--- src/rtl/mii_cc_pkg.sv ---
package mii_cc_pkg;

  typedef enum logic [1:0] {
    HB_IDLE  = 2'd0,
    HB_GAP   = 2'd1,
    HB_PULSE = 2'd2
  } hb_state_t;

  function automatic int cnt_width(input int limit);
    return (limit < 2) ? 1 : $clog2(limit + 1);
  endfunction

endpackage

--- src/rtl/cc_carrier_sense.sv ---
module cc_carrier_sense (
  input  logic clk,
  input  logic rst,
  input  logic tx_active,
  input  logic rx_active,
  input  logic full_duplex,
  output logic crs_q
);

  logic crs_d;

  always_comb begin
    if (full_duplex) crs_d = rx_active;
    else             crs_d = rx_active | tx_active;
  end

  always_ff @(posedge clk) begin
    if (rst) crs_q <= 1'b0;
    else     crs_q <= crs_d;
  end

endmodule

--- src/rtl/cc_collision_qual.sv ---
module cc_collision_qual #(
  parameter int QUAL_BITS = 7
) (
  input  logic clk,
  input  logic rst,
  input  logic tx_active,
  input  logic rx_active,
  input  logic full_duplex,
  input  logic speed_100,
  input  logic bit_tick,
  output logic coll_q
);

  localparam int CW = mii_cc_pkg::cnt_width(QUAL_BITS);
  localparam logic [CW-1:0] QUAL_LIM = CW'(QUAL_BITS);

  logic          overlap;
  logic          rx_lead_q;
  logic          immediate;
  logic [CW-1:0] qcnt_q;
  logic [CW-1:0] qcnt_d;

  assign overlap   = ~full_duplex & tx_active & rx_active;
  assign immediate = speed_100 | rx_lead_q;

  always_comb begin
    qcnt_d = qcnt_q;
    if (!overlap)                             qcnt_d = '0;
    else if (bit_tick && (qcnt_q < QUAL_LIM)) qcnt_d = qcnt_q + 1'b1;
  end

  always_ff @(posedge clk) begin
    if (rst) begin
      qcnt_q    <= '0;
      rx_lead_q <= 1'b0;
      coll_q    <= 1'b0;
    end else begin
      qcnt_q    <= qcnt_d;
      rx_lead_q <= rx_active & (rx_lead_q | ~tx_active);
      coll_q    <= overlap & (immediate | (qcnt_d == QUAL_LIM));
    end
  end

endmodule

--- src/rtl/cc_sqe_gen.sv ---
module cc_sqe_gen #(
  parameter int GAP_BITS = 10,
  parameter int LEN_BITS = 10
) (
  input  logic clk,
  input  logic rst,
  input  logic tx_active,
  input  logic full_duplex,
  input  logic speed_100,
  input  logic sqe_en,
  input  logic bit_tick,
  output logic pulse_q
);
  import mii_cc_pkg::*;

  localparam int MAXB = (GAP_BITS > LEN_BITS) ? GAP_BITS : LEN_BITS;
  localparam int CW   = cnt_width(MAXB);
  localparam logic [CW-1:0] GAP_LAST = CW'(GAP_BITS - 1);
  localparam logic [CW-1:0] LEN_LAST = CW'(LEN_BITS - 1);

  hb_state_t     st_q, st_d;
  logic [CW-1:0] cnt_q, cnt_d;
  logic          tx_prev_q;
  logic          launch;

  assign launch = tx_prev_q & ~tx_active & sqe_en & ~speed_100;

  always_comb begin
    st_d  = st_q;
    cnt_d = cnt_q;
    if (full_duplex || tx_active) begin
      st_d  = HB_IDLE;
      cnt_d = '0;
    end else if (launch) begin
      st_d  = HB_GAP;
      cnt_d = '0;
    end else if (bit_tick) begin
      case (st_q)
        HB_GAP: begin
          if (cnt_q == GAP_LAST) begin
            st_d  = HB_PULSE;
            cnt_d = '0;
          end else begin
            cnt_d = cnt_q + 1'b1;
          end
        end
        HB_PULSE: begin
          if (cnt_q == LEN_LAST) begin
            st_d  = HB_IDLE;
            cnt_d = '0;
          end else begin
            cnt_d = cnt_q + 1'b1;
          end
        end
        default: begin
          st_d  = HB_IDLE;
          cnt_d = '0;
        end
      endcase
    end
  end

  always_ff @(posedge clk) begin
    if (rst) begin
      st_q      <= HB_IDLE;
      cnt_q     <= '0;
      tx_prev_q <= 1'b0;
      pulse_q   <= 1'b0;
    end else begin
      st_q      <= st_d;
      cnt_q     <= cnt_d;
      tx_prev_q <= tx_active;
      pulse_q   <= (st_d == HB_PULSE);
    end
  end

endmodule

--- src/rtl/mii_crs_col_gen.sv ---
module mii_crs_col_gen #(
  parameter int QUAL_BITS = 7,
  parameter int GAP_BITS  = 10,
  parameter int LEN_BITS  = 10
) (
  input  logic clk,
  input  logic rst,
  input  logic tx_active,
  input  logic rx_active,
  input  logic full_duplex,
  input  logic speed_100,
  input  logic sqe_en,
  input  logic bit_tick,
  output logic crs,
  output logic col
);

  logic coll_q;
  logic sqe_on;

  cc_carrier_sense u_crs (
    .clk         (clk),
    .rst         (rst),
    .tx_active   (tx_active),
    .rx_active   (rx_active),
    .full_duplex (full_duplex),
    .crs_q       (crs)
  );

  cc_collision_qual #(.QUAL_BITS(QUAL_BITS)) u_qual (
    .clk         (clk),
    .rst         (rst),
    .tx_active   (tx_active),
    .rx_active   (rx_active),
    .full_duplex (full_duplex),
    .speed_100   (speed_100),
    .bit_tick    (bit_tick),
    .coll_q      (coll_q)
  );

  cc_sqe_gen #(.GAP_BITS(GAP_BITS), .LEN_BITS(LEN_BITS)) u_sqe (
    .clk         (clk),
    .rst         (rst),
    .tx_active   (tx_active),
    .full_duplex (full_duplex),
    .speed_100   (speed_100),
    .sqe_en      (sqe_en),
    .bit_tick    (bit_tick),
    .pulse_q     (sqe_on)
  );

  assign col = coll_q | sqe_on;

endmodule

--- config.mk ---
export PLATFORM = sky130hd
export DESIGN_NAME = mii_crs_col_gen
export DESIGN_NICKNAME = d
export VERILOG_FILES = /design/src/rtl/mii_cc_pkg.sv /design/src/rtl/cc_carrier_sense.sv /design/src/rtl/cc_collision_qual.sv /design/src/rtl/cc_sqe_gen.sv /design/src/rtl/mii_crs_col_gen.sv
export SDC_FILE = /design/constraint.sdc
export NUM_CORES = 1
export LEC_CHECK = 0
export BUFFER_PORTS_ARGS = -buffer_cell sky130_fd_sc_hd__clkbuf_2
export CAP_MARGIN = 20
export CORE_AREA = 2 2 39 41
export DETAILED_ROUTE_END_ITERATION = 10
export DIE_AREA = 0 0 41 43
export HOLD_SLACK_MARGIN = 0.03
export PLACE_DENSITY = 0.85
export SLEW_MARGIN = 25
export SYNTH_ARGS = -nofsm -noshare
export SYNTH_HDL_FRONTEND = slang
export SYNTH_HIERARCHICAL = 1
export SYNTH_SLANG_ARGS = --single-unit
--- constraint.sdc ---
create_clock -name clk -period 3.2 [get_ports clk]
set_input_delay 0.48 -clock clk [delete_from_list [all_inputs] [get_ports clk]]
set_output_delay 0.48 -clock clk [all_outputs]
set_load 0.005 [all_outputs]
## After elaboration in Yosys (flattened, before gate mapping)

Cells that the tools add are included.

- $add $sub $neg: 2
- Magnitude comparators: 1
- Equality and inequality tests: 5
- Multiplexer cells: 11
- Bitwise gates (word level): 15
- Reduce and logical (&&, ||, !) cells: 4

Operators with widths:

| cell | count |
|---|---|
| 2-bit two-way mux | 5 |
| 4-bit two-way mux | 2 |
| 1-bit bitwise AND | 7 |
| 3-bit two-way mux | 2 |
| 1-bit bitwise OR | 5 |
| 4-bit by 1-bit adder with 4-bit output (second input constant) | 1 |
| 2-bit equality test (second input constant) | 2 |
| 4-bit equality test (second input constant) | 1 |
| 2-bit one-hot mux with 2 select lines | 1 |
| 3-bit by 1-bit adder with 3-bit output (second input constant) | 1 |
| 3-bit equality test (second input constant) | 1 |
| 3-bit < comparator (second input constant) | 1 |
| 1-bit inverter | 3 |
| 3-bit OR reduction | 1 |
| 2-bit by 1-bit equality test with 1-bit output (second input constant) | 1 |
| 2-bit OR reduction | 1 |
| 1-bit logical AND | 1 |
| 1-bit logical OR | 1 |
| 1-bit two-way mux | 1 |

- Register bits: 14
- Bits of input ports: 8
- Output and inout port bits: 2
- Logic and storage cells: 46

## Longest topological paths before layout

Gate-level depths: netlist of run 1.

- Word-level depth: 7
- Mapped depth: 5
- Mapped depth without buffers: 5

## Modules after synthesis

Netlist of run 1, hierarchy kept.

Modules (own cells, without submodules):

| module | instances | cells each | area each (µm²) | sequential area each (µm²) |
|---|---|---|---|---|
| cc_sqe_gen | 1 | 44 | 436.7 | 160.2 |
| cc_collision_qual | 1 | 26 | 245.2 | 100.1 |
| cc_carrier_sense | 1 | 4 | 38.8 | 20.0 |
| mii_crs_col_gen | 1 | 1 | 6.3 | 0.0 |

## Worst setup path after synthesis of run 1

No wires, ideal clock.

- Path type: register -> register
- Start point: register u_sqe.st_q[0]
- End point: register u_sqe.st_q[0]
- Setup time: 0.103 ns
- Arrival time: 1.449 ns
- Required time: 3.097 ns
- Slack: 1.648 ns
- Cell stages (with the launch flop): 6
- Path buffers: 0
- Period minus slack after synthesis: 1.552 ns
- Path through: dfxtp_1 > inv_1 > ha_1 > o21bai_1 > a211o_1 > a2111oi_2

- Longest elaborated chain between the ends: 5
- Elaborated cells on any way between the ends: 8
- Those cells by class: 2 x eq/ne; 6 x mux

RTL lines:

| item | RTL line | source |
|---|---|---|
| start: declaration | cc_sqe_gen.sv:21 | `hb_state_t st_q, st_d;` |
| start signal: assignment | cc_sqe_gen.sv:70 | `st_q <= st_d;` |
| 2-bit equality test (tied with other cells) | cc_sqe_gen.sv:38 | `case (st_q)` |
| 2-bit one-hot mux with 2 select lines | cc_sqe_gen.sv:38 |  |
| 2-bit two-way mux (*) | cc_sqe_gen.sv:37 | `end else if (bit_tick) begin` |
| 2-bit two-way mux (*) | cc_sqe_gen.sv:34 | `end else if (launch) begin` |
| 2-bit two-way mux (*) | cc_sqe_gen.sv:31 | `if (full_duplex \|\| tx_active) begin` |

Every way passes the cells marked *; elsewhere a longest branch is shown, timed or not.
A chain may end at the register's enable or synchronous reset.

## Final worst setup path of run 1

Ends and elaborated chain as after synthesis.

==> summary.txt, run 1 <==
Max-cap violations = 0
Pins over their slew limit = 0
Initial Util = 0.525
Die width = 41 um
Avg Cell Area, Syn = 9.69 um2
R2r setup slk = 1540 ps
GPL Wtd Cong = 0.762
Synthesis Warnings = 6
Worst ir drop on vdd = 0.304 mV
Die area = 1760 um2
Critical Setup Path Class = register to register
Antenna violations before repair = 0
Worst reg2reg startpoint = u_sqe/st_q[0]
Share of cells above drive strength 1 = 0.227
Ant diodes = 0
H-tree Lvls = 1
Post-CTS setup buffer count = 0
Vias = 591
Mapped Cells = 75
Worst EP arrival = 1840 ps
Post-synth top area share = 0.386
Largest net degree at the start of global routing = 16
Hold Vio Cnt, Final = 0
Vias per cell = 5.68
Hold path cells = 2
Resize count post-CTS = 0
Pwr dens = 393 nW/um2
Synthesized area = 727 um2
Total wire length after detailed routing = 1.28 mm
Largest cells by area after synthesis = dfxtp_1 39%, ha_1 8.6%, a21oi_1 3.4%, nand2b_1 3.4%, nand4bb_1 3.1%
Port Buf Inserts = 9
Max-slew headroom = 0.809
Max Root-Sink Buffers = 2
Distinct cells, synth = 35
Core Rows = 14
Tcrit/Tclk final = 0.518
Synth Register Bits = 14
# setup viols final = 0
Period minus WS final = 1660 ps
Clk slew on worst S/H paths = 90 ps
Worst-Margin Slew = 286 ps
Syn nets = 88
Worst r2r path cells = 5
Most area-hungry cell type in the Yosys netlist = dfxtp_1
Clock Tree Root = clkbuf_4
Pwr Total = 325 uW
Gr usage total = 0.192
1st-pass router iterations = 4
Hold EP = u_sqe/st_q[0]
ANT nets after route = 0
Most common cell in the netlist = dfxtp_1
Gr ovfl total = 0
# DRC = 0
Required @ worst endpoint = 3380 ps
Post-synth EDFFs = 0
Setup TNS Final = 0 ps
Die Ht = 43 um
CTS Hold Buffers Added = 0
Drt wl/cell = 12.3 um
Main synth FF type = dfxtp_1
Top post-synthesis cells by count = 14 x dfxtp_1, 5 x a21oi_1, 5 x ha_1, 5 x nand2_1
Hold Path Class = input pin to register
Critical Path End Type = register
I/O Pins = 10
Layout area overhead = 13.9%
Cts bufs inserted = 3
CTS tree = built
Seq/Total Area, Yosys = 0.386
RSZ-0062 raised after global routing = no
Fmax = 603 MHz
Layout Nets = 102
Hpwl dp = 1000 um
Vias in the first global route = 578
Crit Path Max Fanout = 4
Clock latency on the worst-skew pair = 270 ps
Sink count of the clock tree = 14
Clock skew = 3.20 ps
FFs w/ async S/R, synth = 0
Status = finished clean
Leak Pwr = 0.318 nW
Global-route wire length before repair = 2.24 mm
Detailed Route Iter0 Violations = 4
Crit path launch type = register
R2R Path End = u_sqe/st_q[0]
Core Area = 1380 um2
Hold path startpoint = full_duplex
==> through the flow <==
stage                      util  setup slack, ps  hold slack (ps)  instances  cell area (um2)
after floorplan               -             1650              458         75              727
after global placement    0.572             1580              484        100              792
after detailed placement  0.572             1530              493        100              792
after CTS                 0.599             1530              407        104              828
after global routing      0.599             1450              416        104              828
final                     0.599             1540              413        104              828
==> layout by cell type, fill, tap and decap left out, types with 2 or more instances in the layout <==
cell type / n
dfxtp_1: 14
clkbuf_2: 9
a21oi_1: 5
nand2_1: 5
ha_1: 5
inv_1: 4
nand2b_1: 4
nor2_1: 4
clkbuf_4: 3
nor2b_1: 3
nand4bb_1: 2
o21bai_1: 2
nor3_1: 2
nand3b_1: 2
==> final cells by class <==
| class | count | area (um2) |
|---|---|---|
| fill | 113 | 556 |
| inverter | 4 | 15.0 |
| timing repair buffer | 9 | 45.0 |
| clock buffer | 4 | 36.3 |
| tap | 16 | 20.0 |
| multi-input combinational | 57 | 432 |
| sequential | 14 | 280 |
==> metal layers <==
layer  global-route usage  share of wire  vias to the layer above
met2                0.303           0.52                        5
met5                    0              0                        -
met1                0.218           0.45                      281
met3               0.0314          0.019                        2
met4                0.140          0.013                        0
li1                     -              -                      303
==> worst max-delay path: stages (launching register included) <==
cell and delay [ps]:
dfxtp_1 340, inv_1 70, ha_1 330, o21bai_1 180
a211o_1 300, a2111oi_2 340
==> power by group <==
group / total [mW] / leakage [nW] / internal (mW) / switching [mW]
sequential: 0.178 / 0.114 / 0.177 / 0.00122
clock: 0.125 / 0.0210 / 0.0691 / 0.0561
combinational: 0.0222 / 0.183 / 0.0101 / 0.0121
total: 0.325 / 0.318 / 0.256 / 0.0695
==> flip-flops by register name, summed over array words and instances, names as in the netlist <==
register	flops
u_sqe/cnt_q	4
u_qual/coll_q	1
u_sqe/st_q	2
u_sqe/tx_prev_q	1
u_crs/crs_q	1
u_qual/qcnt_q	3
u_qual/rx_lead_q	1
u_sqe/pulse_q	1
==> how the worst max path moves through the flow <==
stage,from,to,slack (ps),cells after the start
after floorplan,u_sqe/st_q[0],u_sqe/st_q[0],1650,5
after global placement,bit_tick,u_sqe/st_q[0],1580,4
after detailed placement,bit_tick,u_sqe/st_q[0],1530,4
after CTS,u_sqe/st_q[0],u_sqe/st_q[0],1530,5
after global routing,u_sqe/st_q[0],u_sqe/st_q[0],1450,5
final,u_sqe/st_q[0],u_sqe/st_q[0],1540,5
==> cells by family (layout without fill, tap and decap cells) <==
family                   after synthesis  in the layout  synth area share
AND/OR/NAND/NOR                       31             31             0.270
buffers and inverters                  4             17            0.0206
flip-flops                            14             14             0.386
multiplexers                           1              1            0.0138
AO/OA/AOI/OAI                         20             20             0.224
adder cells (fa/ha/maj)                5              5            0.0861
Note: power is estimated with default switching activity, not from simulation.
==> run 2: changes to the inputs <==
CORE_AREA = not set   (was 2 2 39 41)
CORE_MARGIN = 2   (was not set)
CORE_UTILIZATION = 48   (was not set)
DIE_AREA = not set   (was 0 0 41 43)
PLACE_DENSITY = 0.8   (was 0.85)
clock period = 1.4 ns   (was 3.2 ns; I/O delays follow)
==> summary.txt, run 2 (same netlist as run 1, synthesis figures left out) <==
Internal power = 532 uW (was 256 uW)
Power share of the clock group = 0.319 (was 0.385)
Hold Path Class = input pin to register (unchanged)
Hold EP = u_sqe/st_q[0] (unchanged)
Detailed Route Iter0 Violations = 9 (was 4)
Worst ir drop on vdd = 0.740 mV (was 0.304 mV)
Max Root-Sink Buffers = 2 (unchanged)
Ant diodes = 0 (unchanged)
Fillcell total = 102 (was 113)
Hold path startpoint = full_duplex (unchanged)
Worst-Margin Slew = 231 ps (was 286 ps)
Sw frac = 0.229 (was 0.214)
Vias = 649 (was 591)
Hold Vio Cnt, Final = 0 (unchanged)
Tcrit/Tclk final = 1.04 (was 0.518)
# DRC = 0 (unchanged)
Net Switching = 158 uW (was 69.5 uW)
Most common cell after layout, fill and taps aside = dfxtp_1 (unchanged)
Hold path cells = 2 (unchanged)
Gr usage total = 0.181 (was 0.192)
Logic pwr share = 0.091 (was 0.068)
Core Area = 1450 um2 (was 1380 um2)
Leak Pwr = 0.376 nW (was 0.318 nW)
Core Rows = 14 (unchanged)
Initial Util = 0.500 (was 0.525)
Drt wl/cell = 14.2 um (was 12.3 um)
Crit path from = u_sqe/st_q[0] (unchanged)
I/O Pins = 10 (unchanged)
Most flops, register = u_sqe/cnt_q (unchanged)
Vias in the first global route = 622 (was 578)
Cts bufs inserted = 3 (unchanged)
Max reg flops = 4 (unchanged)
Area of the multi-input gates = 517 um2 (was 432 um2)
Clock skew = 5.92 ps (was 3.20 ps)
Die area = 1840 um2 (was 1760 um2)
Worst EP arrival = 1670 ps (was 1840 ps)
FF+latch area = 284 um2 (was 280 um2)
Share of cells above drive strength 1 = 0.469 (was 0.227)
Total wire length after detailed routing = 1.62 mm (was 1.28 mm)
Seq pwr share = 0.590 (was 0.547)
Violated checks = negative setup slack
Layout Nets = 113 (was 102)
R2R Path End = u_sqe/cnt_q[2] (was u_sqe/st_q[0])
Die Ht = 42.9 um (was 43 um)
Period minus WS final = 1460 ps (was 1660 ps)
Largest net degree at the start of global routing = 13 (was 16)
Max-slew headroom = 0.843 (was 0.809)
Critical Path End Type = register (unchanged)
Clk slew on worst S/H paths = 80 ps (was 90 ps)
Vias per cell = 5.69 (was 5.68)
Global-route wire length before repair = 2.47 mm (was 2.24 mm)
Hpwl dp = 1.11 mm (was 1000 um)
GPL Wtd Cong = 0.692 (was 0.762)
Slowest Stage Delay on Critical Path = 510 ps (was 340 ps)
Setup WS post-layout = -59.3 ps (was 1540 ps)
Clock Tree Root = clkbuf_4 (unchanged)
Crit path launch type = register (unchanged)
Crit Path Max Fanout = 4 (unchanged)
Hold Slack = 159 ps (was 413 ps)
1st-pass router iterations = 4 (unchanged)
H-tree Lvls = 1 (unchanged)
Status = complete, but fails checks (was finished clean)
Sink count of the clock tree = 14 (unchanged)
ANT nets after route = 0 (unchanged)
Pwr Total = 690 uW (was 325 uW)
Layout area overhead = 36.1% (was 13.9%)
CP bufs+invs = 1 (unchanged)
Clock latency on the worst-skew pair = 280 ps (was 270 ps)
Port Buf Inserts = 9 (unchanged)
Slowest-stage cell, CP = or4b_4 (was dfxtp_1)
Pins over their slew limit = 0 (unchanged)
Worst r2r path cells = 5 (unchanged)
Antenna violations before repair = 0 (unchanged)
Required @ worst endpoint = 1620 ps (was 3380 ps)
Fmax = 685 MHz (was 603 MHz)
Gr ovfl total = 0 (unchanged)
CP cell instances = inv_2 -> ha_4 -> nand2b_4 -> or4b_4 -> a21oi_2 (was inv_1 -> ha_1 -> o21bai_1 -> a211o_1 -> a2111oi_2)
Worst reg2reg startpoint = u_sqe/st_q[0] (unchanged)
R2r setup slk = -60 ps (was 1540 ps)
Max-cap violations = 0 (unchanged)
Most frequent cells in the layout = 11 x dfxtp_1, 10 x buf_4, 9 x clkbuf_2 (was 14 x dfxtp_1, 9 x clkbuf_2, 5 x a21oi_1, 5 x nand2_1, 5 x ha_1)
RSZ-0062 raised after global routing = yes (was no)
Critical Setup Path Class = register to register (unchanged)
# setup viols final = 2 (was 0)
Biggest regs = u_sqe/cnt_q (4), u_qual/qcnt_q (3), u_sqe/st_q (2) (unchanged)
Pwr dens = 697 nW/um2 (was 393 nW/um2)
CP delay by family, top = simple AND/OR/NAND/NOR gates (was compound AO/OA/AOI/OAI gates)
CTS tree = built (unchanged)
Die width = 42.9 um (was 41 um)
[run 2: worst max-delay path by stage]
stage / slack, ps / cells past startpoint / to
after global routing: -90 / 5 / u_sqe/cnt_q[2]
after detailed placement: -90 / 5 / u_sqe/cnt_q[2]
after CTS: -80 / 5 / u_sqe/cnt_q[2]
after global placement: -20 / 5 / u_sqe/cnt_q[2]
final: -60 / 5 / u_sqe/cnt_q[2]
after floorplan: 6 / 5 / u_sqe/cnt_q[2]
[run 2: cell type report]
type | count | area share
Inverter | 4 | 0.0152
Clock buffer | 3 | 0.0228
Tap cell | 16 | 0.0202
Timing Repair Buffer | 20 | 0.133
Sequential cell | 14 | 0.287
Multi-Input combinational cell | 57 | 0.522
[run 2: repair_timing]
action                                  in CTS  in global routing
setup buffers                                2                  0
pin swaps                                    4                  4
endpoints found under the setup margin       4                  5
resized for setup                            4                 13
hold buffers                                 0                  0
[run 2: through the flow]
step	TNS, ps	std cells	worst slack [ps]	instance area (um2)	util
finish	-102	114	-59.3	990	0.681
detailed placement	-139	110	-85.6	882	0.607
global placement	-21.1	110	-21.1	882	0.607
global route	-253	114	-90.3	990	0.681
floorplan	0	75	6.29	742	-
CTS	-190	115	-80.6	933	0.642
[run 2: power groups by stage]
| stage | combinational (mW) | sequential [mW] | clock (mW) |
|---|---|---|---|
| after floorplan | 0.0239 | 0.416 | 0 |
| after global placement | 0.0549 | 0.416 | 0 |
| after detailed placement | 0.0553 | 0.416 | 0 |
| after CTS | 0.0574 | 0.407 | 0.229 |
| after global routing | 0.0681 | 0.407 | 0.240 |
| final | 0.0627 | 0.407 | 0.220 |
[run 2: routing by layer]
layer / wire length [um] / track usage
met3: 45 / 0.0851
met2: 870 / 0.306
met1: 701 / 0.189
met4: 0 / 0.0813
met5: 0 / 0
